$ cat config.mk
export PLATFORM = sky130hd
export DESIGN_NAME = seq_divider
export DESIGN_NICKNAME = d
export VERILOG_FILES = /design/src/rtl/sdiv_pkg.sv /design/src/rtl/div_operand_prep.sv /design/src/rtl/div_engine.sv /design/src/rtl/div_sign_fix.sv /design/src/rtl/seq_divider.sv
export SDC_FILE = /design/constraint.sdc
export NUM_CORES = 1
export LEC_CHECK = 0
export BUFFER_PORTS_ARGS = -buffer_cell sky130_fd_sc_hd__clkbuf_2
export CORE_MARGIN = 5
export CORE_UTILIZATION = 50
export DETAILED_ROUTE_END_ITERATION = 6
export MAX_ROUTING_LAYER = met4
export PLACE_DENSITY_LB_ADDON = 0.3
export SLEW_MARGIN = 20
export SYNTH_ARGS = -nofsm -noshare
export SYNTH_HDL_FRONTEND = slang
export SYNTH_SLANG_ARGS = --single-unit
$ cat constraint.sdc
create_clock -name clk -period 5.4 [get_ports clk]
set_input_delay 0.27 -clock clk [delete_from_list [all_inputs] [get_ports clk]]
set_output_delay 0.27 -clock clk [all_outputs]
set_load 0.01 [all_outputs]
$ cat src/rtl/sdiv_pkg.sv
package sdiv_pkg;
  typedef enum logic [1:0] {
    ST_IDLE = 2'd0,
    ST_RUN  = 2'd1,
    ST_FIX  = 2'd2
  } div_state_e;

  localparam logic [5:0] OPX_UDIV = 6'h24;
  localparam logic [5:0] OPX_SDIV = 6'h25;
endpackage

$ cat src/rtl/div_operand_prep.sv
module div_operand_prep #(
  parameter int W = 32
) (
  input  logic         signed_op,
  input  logic [W-1:0] dividend_in,
  input  logic [W-1:0] divisor_in,
  output logic [W-1:0] dividend_mag,
  output logic [W-1:0] divisor_mag,
  output logic         negate_result
);
  // magnitude of a two's-complement value; the most negative value maps to itself
  function automatic logic [W-1:0] magnitude(input logic sgn, input logic [W-1:0] v);
    return (sgn && v[W-1]) ? (~v + 1'b1) : v;
  endfunction

  assign dividend_mag  = magnitude(signed_op, dividend_in);
  assign divisor_mag   = magnitude(signed_op, divisor_in);
  assign negate_result = signed_op & (dividend_in[W-1] ^ divisor_in[W-1]);
endmodule

$ cat src/rtl/div_engine.sv
module div_engine #(
  parameter int W = 32
) (
  input  logic         clk,
  input  logic         rst_n,
  input  logic         load,
  input  logic         step,
  input  logic [W-1:0] dividend,
  input  logic [W-1:0] divisor,
  output logic [W-1:0] quo_dvd,
  output logic [W-1:0] divisor_q,
  output logic         sub_taken
);
  logic [W-1:0] rem_q;
  logic [W:0]   rem_shift;
  logic [W:0]   rem_next;

  // one restoring iteration: shift the remainder in, compare, subtract
  function automatic logic [W:0] trial_sub(input logic [W:0] r, input logic [W-1:0] d);
    return r - {1'b0, d};
  endfunction

  assign rem_shift = {rem_q, quo_dvd[W-1]};
  assign sub_taken = (rem_shift >= {1'b0, divisor_q});
  assign rem_next  = sub_taken ? trial_sub(rem_shift, divisor_q) : rem_shift;

  always_ff @(posedge clk or negedge rst_n) begin
    if (!rst_n) begin
      rem_q     <= '0;
      quo_dvd   <= '0;
      divisor_q <= '0;
    end else if (load) begin
      rem_q     <= '0;
      quo_dvd   <= dividend;
      divisor_q <= divisor;
    end else if (step) begin
      rem_q     <= rem_next[W-1:0];
      quo_dvd   <= {quo_dvd[W-2:0], sub_taken};
    end
  end

  // the restoring loop never leaves a remainder at or above a non-zero divisor
  a_r4_rem_below_divisor: assert property (@(posedge clk) disable iff (!rst_n)
    step |=> (divisor_q == '0) || (rem_q < divisor_q));
endmodule

$ cat src/rtl/div_sign_fix.sv
module div_sign_fix #(
  parameter int W = 32
) (
  input  logic         negate,
  input  logic [W-1:0] magnitude_q,
  output logic [W-1:0] result
);
  function automatic logic [W-1:0] apply_sign(input logic neg, input logic [W-1:0] m);
    return neg ? (~m + 1'b1) : m;
  endfunction

  assign result = apply_sign(negate, magnitude_q);
endmodule

$ cat src/rtl/seq_divider.sv
module seq_divider
  import sdiv_pkg::*;
#(
  parameter int W = 32
) (
  input  logic         clk,
  input  logic         rst_n,
  input  logic         start,
  input  logic [5:0]   opx,
  input  logic [W-1:0] a,
  input  logic [W-1:0] b,
  output logic         busy,
  output logic         done,
  output logic [W-1:0] quotient
);
  localparam int CW = (W > 1) ? $clog2(W) : 1;
  localparam int LW = $clog2(W + 2) + 1;
  localparam logic [CW-1:0] LAST_ITER = CW'(W - 1);

  div_state_e    state;
  logic [CW-1:0] iter_left;
  logic          sign_q;

  logic          accept;
  logic          iterate;
  logic          signed_op;
  logic [W-1:0]  dvd_mag, dvs_mag;
  logic          neg_now;
  logic [W-1:0]  quo_dvd, divisor_q, fixed_q;
  logic          sub_taken;

  assign signed_op = (opx == OPX_SDIV);
  assign accept    = start && (state == ST_IDLE);
  assign iterate   = (state == ST_RUN);
  assign busy      = (state != ST_IDLE);

  div_operand_prep #(.W(W)) u_prep (
    .signed_op    (signed_op),
    .dividend_in  (a),
    .divisor_in   (b),
    .dividend_mag (dvd_mag),
    .divisor_mag  (dvs_mag),
    .negate_result(neg_now)
  );

  div_engine #(.W(W)) u_engine (
    .clk      (clk),
    .rst_n    (rst_n),
    .load     (accept),
    .step     (iterate),
    .dividend (dvd_mag),
    .divisor  (dvs_mag),
    .quo_dvd  (quo_dvd),
    .divisor_q(divisor_q),
    .sub_taken(sub_taken)
  );

  div_sign_fix #(.W(W)) u_fix (
    .negate     (sign_q),
    .magnitude_q(quo_dvd),
    .result     (fixed_q)
  );

  always_ff @(posedge clk or negedge rst_n) begin
    if (!rst_n) begin
      state     <= ST_IDLE;
      iter_left <= '0;
      sign_q    <= 1'b0;
      done      <= 1'b0;
      quotient  <= '0;
    end else begin
      done <= 1'b0;
      unique case (state)
        ST_IDLE: if (accept) begin
          state     <= ST_RUN;
          iter_left <= LAST_ITER;
          sign_q    <= neg_now;
        end
        ST_RUN: begin
          if (iter_left == '0) state <= ST_FIX;
          else                 iter_left <= iter_left - 1'b1;
        end
        ST_FIX: begin
          state    <= ST_IDLE;
          quotient <= fixed_q;
          done     <= 1'b1;
        end
        default: state <= ST_IDLE;
      endcase
    end
  end

  // busy-cycle counter that watches the latency window
  logic [LW-1:0] run_len;
  always_ff @(posedge clk or negedge rst_n) begin
    if (!rst_n)       run_len <= '0;
    else if (accept)  run_len <= '0;
    else if (busy)    run_len <= run_len + 1'b1;
  end

  a_r7_latency: assert property (@(posedge clk) disable iff (!rst_n)
    done |-> (run_len == LW'(W + 1)));
  a_r7_busy_after_accept: assert property (@(posedge clk) disable iff (!rst_n)
    accept |=> busy);
  a_r8_done_pulse: assert property (@(posedge clk) disable iff (!rst_n)
    done |=> !done);
  a_r8_quotient_hold: assert property (@(posedge clk) disable iff (!rst_n)
    !done |=> (done || $stable(quotient)));
  a_r9_operands_held: assert property (@(posedge clk) disable iff (!rst_n)
    busy |=> ($stable(divisor_q) && $stable(sign_q)));
  a_r10_done_idle: assert property (@(posedge clk) disable iff (!rst_n)
    done |-> !busy);
  a_r4_single_bit: assert property (@(posedge clk) disable iff (!rst_n)
    iterate |=> (quo_dvd[0] == $past(sub_taken)));
endmodule

==> qor.json <==
{
  "drt_iter0_drc": {"value": 656},
  "cellLeakagePower": {"value": 0.004691, "unit": "uW"},
  "power.clock.fraction": {"value": 0.167},
  "core-area": {"value": 0.01809, "unit": "sq mm"},
  "combinationalPowerShare": {"value": 0.567},
  "postSynth.asyncResetShare": {"value": 1.000},
  "vdd_drop_max": {"value": 0.3217, "unit": "mV"},
  "globalRouteOverflowTotal": {"value": 0},
  "number_of_antenna_violations_at_the_first_check_in_global_routing": {"value": 0},
  "antenna-diode-count": {"value": 0},
  "dominantRegCellSynth": {"value": "sky130_fd_sc_hd__dfrtp_1"},
  "remaining_routing_drc_violations": {"value": 0},
  "grt_start_max_net_pins": {"value": 76},
  "grt_pass1_vias": {"value": 7778},
  "synth-seq-area-share": {"value": 0.3696},
  "report.final.hold_viol_count": {"value": 0},
  "swShare": {"value": 0.4602},
  "final_setup_skew": {"value": 0.01049, "unit": "ns"},
  "switchingPower": {"value": 3307, "unit": "uW"},
  "ctsHoldBuffers": {"value": 1},
  "worstSkewPairLatency": {"value": 0.43, "unit": "ns"},
  "timing.final.crit_period": {"value": 3.450, "unit": "ns"},
  "mappedNetlistNets": {"value": 1250},
  "rsz_0062_raised_after_global_routing": {"value": "no"},
  "routedWlPerCell": {"value": 16.22, "unit": "um"},
  "place.port_buffers": {"value": 106},
  "path_class": {"value": "flip-flop to flip-flop"},
  "postSynthAreaPerCell": {"value": 8.143, "unit": "sq um"},
  "finalNetCount": {"value": 1321},
  "p_per_area": {"value": 680.6, "unit": "mW/mm^2"},
  "synth_unique_cells": {"value": 64},
  "worstPathBufferInverterCount": {"value": 1},
  "max_cap_viols": {"value": 0},
  "post_synth_edffs": {"value": 0},
  "worst_path_max_delay_cell": {"value": "sky130_fd_sc_hd__a31oi_4"},
  "detail-route-antenna-nets": {"value": 0},
  "startpoint_types": {"value": "flip-flop"},
  "cp_data_required_time": {"value": 5.67, "unit": "ns"},
  "die_h": {"value": 146.2, "unit": "um"},
  "cts.root.buffer_cell": {"value": "sky130_fd_sc_hd__clkbuf_16"},
  "syn_inst": {"value": 1139},
  "drt_pre_antenna_iters": {"value": 5},
  "total_power": {"value": 7187, "unit": "uW"},
  "power.internal": {"value": 3879, "unit": "uW"},
  "critPathArrivalTime": {"value": 3.72, "unit": "ns"},
  "tns_setup": {"value": 0, "unit": "ns"},
  "route.vias.total": {"value": 8313},
  "max_stage_delay": {"value": 0.64, "unit": "ns"},
  "finalInstanceArea": {"value": 0.01056, "unit": "sq mm"},
  "worstHoldPathType": {"value": "input pin to flip-flop"},
  "nFillCells": {"value": 1622},
  "cts.repair.resized": {"value": 0},
  "cts_tree": {"value": "done"},
  "starting_utilization_of_the_core_area": {"value": 0.5128},
  "htreeDepth": {"value": 4},
  "placement_rows": {"value": 49},
  "drive_gt1_frac": {"value": 0.1333},
  "dpl_cell_area": {"value": 0.009941, "unit": "sq mm"},
  "power_share_of_the_sequential_group": {"value": 0.266},
  "netlist_area": {"value": 0.009275, "unit": "sq mm"},
  "max-slew-margin-rel": {"value": 0.3028},
  "max-clock-path-buffers": {"value": 2},
  "cells_traversed_along_the_worst_timing_path": {"value": "ha_1, a211o_1, a21oi_1, nand2_1, o2111ai_1, o21ai_1, a31oi_4, buf_4, mux2i_1, o21ai_1"},
  "worst-slew-pin-transition": {"value": 1.046, "unit": "ns"},
  "critical_path.top_delay_family": {"value": "compound AO/OA/AOI/OAI gates"},
  "report.final.setup_viol": {"value": 0},
  "die_w": {"value": 146.2, "unit": "um"},
  "run_status": {"value": "finished, final reports clean"},
  "ys_seq_elements": {"value": 137},
  "gp_congestion": {"value": 0.9332},
  "crit_path_frequent_cell": {"value": "sky130_fd_sc_hd__o21ai_1"},
  "grt_usage": {"value": 0.2293},
  "place_hpwl": {"value": 17.36, "unit": "mm"},
  "grt_pass1_wl": {"value": 39.60, "unit": "mm"},
  "synthToLayoutAreaGrowth": {"value": 13.84, "unit": "%"},
  "maxSlewViolCount": {"value": 0},
  "cts_buffers": {"value": 17},
  "routed_via_density": {"value": 5.725},
  "i_o_pins": {"value": 107},
  "fmax": {"value": 289.8, "unit": "MHz"},
  "cp_max_fo": {"value": 32},
  "die_area": {"value": 0.02137, "unit": "sq mm"},
  "synthesis.yosys.warnings": {"value": 0},
  "cts.clk_slew.worst_paths": {"value": 0.06, "unit": "ns"},
  "post_cts_buffers": {"value": 0},
  "worst_setup_path_end_kind": {"value": "flip-flop"},
  "clock_sink_count": {"value": 137},
  "final_min_period_over_clock_period": {"value": 0.6390},
  "detail_route.wirelength": {"value": 23.56, "unit": "mm"}
}
worst min-delay path, cell delays in order:
cell and delay, ns:
sky130_fd_sc_hd__clkbuf_2 0.12, sky130_fd_sc_hd__nand2_1 0.07, sky130_fd_sc_hd__o22ai_1 0.06
cells by family (layout without fill, tap and decap cells):
group	count (synthesis)	after routing	share of synthesized area
AND/OR/NAND/NOR	392	392	0.1948
AO/OA/AOI/OAI	325	325	0.2084
flip-flops	137	137	0.3696
XOR/XNOR	118	118	0.1114
buffers and inverters	113	197	0.04614
adder cells (fa/ha/maj)	38	38	0.05207
multiplexers	16	16	0.01754
area by class of cell:
| cell class | count | area, sq um | area share |
|---|---|---|---|
| clock inverter | 13 | 160.2 | 0.01517 |
| clock buffer | 19 | 442.9 | 0.04195 |
| sequential | 137 | 3428 | 0.3247 |
| timing repair buffer | 113 | 591.8 | 0.05605 |
| tap | 229 | 286.5 | 0.02714 |
| multi-input combinational | 889 | 5454 | 0.5165 |
| inverter | 52 | 195.2 | 0.01849 |
worst paths after layout:
kind | slack [ns] | endpoint | from | cells past startpoint
max | 1.95 | u_engine.rem_q[9] | u_engine.rem_q[9] | 10
min | 0.13 | u_engine.quo_dvd[31] | a[31] | 3
max reg2reg | 1.95 | u_engine.rem_q[9] | u_engine.rem_q[9] | 10
min reg2reg | 0.48 | quotient[11] | quotient[11] | 2
max in group asynchronous | 3.64 | quotient[29] | rst_n | 3
min in group asynchronous | 0.39 | iter_left[2] | rst_n | 2
synth_stat cells, drive strengths merged, types with 4 or more instances:
| library cell | instances | share of area |
|---|---|---|
| a22oi | 4 | 0.0032 |
| o22ai | 5 | 0.0034 |
| mux2i | 14 | 0.015 |
| or4 | 7 | 0.0065 |
| nor2b | 7 | 0.0047 |
| a21o | 14 | 0.011 |
| dfrtp | 137 | 0.37 |
| and3 | 6 | 0.0040 |
| o41ai | 9 | 0.011 |
| nor2 | 81 | 0.033 |
| inv | 52 | 0.021 |
| xnor2 | 64 | 0.060 |
| a211oi | 6 | 0.0049 |
| ha | 37 | 0.050 |
| a31oi | 26 | 0.018 |
| nand4 | 8 | 0.0054 |
| o21bai | 5 | 0.0040 |
| nand2 | 176 | 0.071 |
| nand3 | 43 | 0.023 |
| xor2 | 54 | 0.051 |
| o31ai | 13 | 0.011 |
| and2 | 6 | 0.0040 |
| a21boi | 4 | 0.0032 |
| nor4 | 9 | 0.0067 |
| or3 | 5 | 0.0034 |
| o21ai | 143 | 0.077 |
| nor3 | 18 | 0.011 |
| a21oi | 71 | 0.039 |
| o211ai | 7 | 0.0057 |
| clkbuf | 58 | 0.023 |
| nand2b | 14 | 0.011 |
per-layer routing:
metal / track usage / routed length [um] / vias up
met4: 0.05880 / 312 / 0
met5: - / 0 / -
li1: - / - / 4119
met1: 0.3470 / 11650 / 3862
met2: 0.3218 / 10010 / 305
met3: 0.03347 / 1582 / 27
sequential cells by signal, summed over array words and instances, names as in the netlist:
register and cells:
quotient 32, u_engine.divisor_q 32, u_engine.quo_dvd 32, u_engine.rem_q 32, iter_left 5, state 2
done 1, sign_q 1
power by group through the flow:
stage	Clock, uW	Sequential (uW)	Combinational [uW]
after floorplan	0	1760	3230
after global placement	0	1890	3940
after detailed placement	0	1910	4010
after CTS	1220	1890	4050
after global routing	1260	1960	4590
final	1200	1910	4080
per-stage QoR:
stage          std cells  worst slack, ns    util  hold WS, ns
2_1_floorplan       1139            2.709       -     -0.02559
3_3_place_gp        1419            2.082  0.5496       0.2950
3_5_place_dp        1419            2.006  0.5496       0.3000
4_1_cts             1452            1.977  0.5835       0.1145
5_1_grt             1452            1.696  0.5838       0.1347
6_report            1452            1.950  0.5838       0.1314
cells in the final DEF, fill, tap and decap left out, types with 7 or more instances in the layout:
cell / n
sky130_fd_sc_hd__a31oi_1: 25
sky130_fd_sc_hd__mux2i_1: 14
sky130_fd_sc_hd__o21ai_1: 54
sky130_fd_sc_hd__a21o_1: 14
sky130_fd_sc_hd__o21ai_0: 89
sky130_fd_sc_hd__nand4_1: 8
sky130_fd_sc_hd__nor3_1: 17
sky130_fd_sc_hd__clkbuf_16: 17
sky130_fd_sc_hd__o211ai_1: 7
sky130_fd_sc_hd__xnor2_1: 64
sky130_fd_sc_hd__nor4_1: 8
sky130_fd_sc_hd__nand2_1: 175
sky130_fd_sc_hd__inv_1: 52
sky130_fd_sc_hd__nand3_1: 43
sky130_fd_sc_hd__xor2_1: 54
sky130_fd_sc_hd__nand2b_1: 10
sky130_fd_sc_hd__nor2_1: 81
sky130_fd_sc_hd__ha_1: 37
sky130_fd_sc_hd__clkbuf_2: 105
sky130_fd_sc_hd__o41ai_1: 8
sky130_fd_sc_hd__o31ai_1: 12
sky130_fd_sc_hd__a21oi_1: 70
sky130_fd_sc_hd__dfrtp_1: 137
Power figures use the tool's default switching activity.
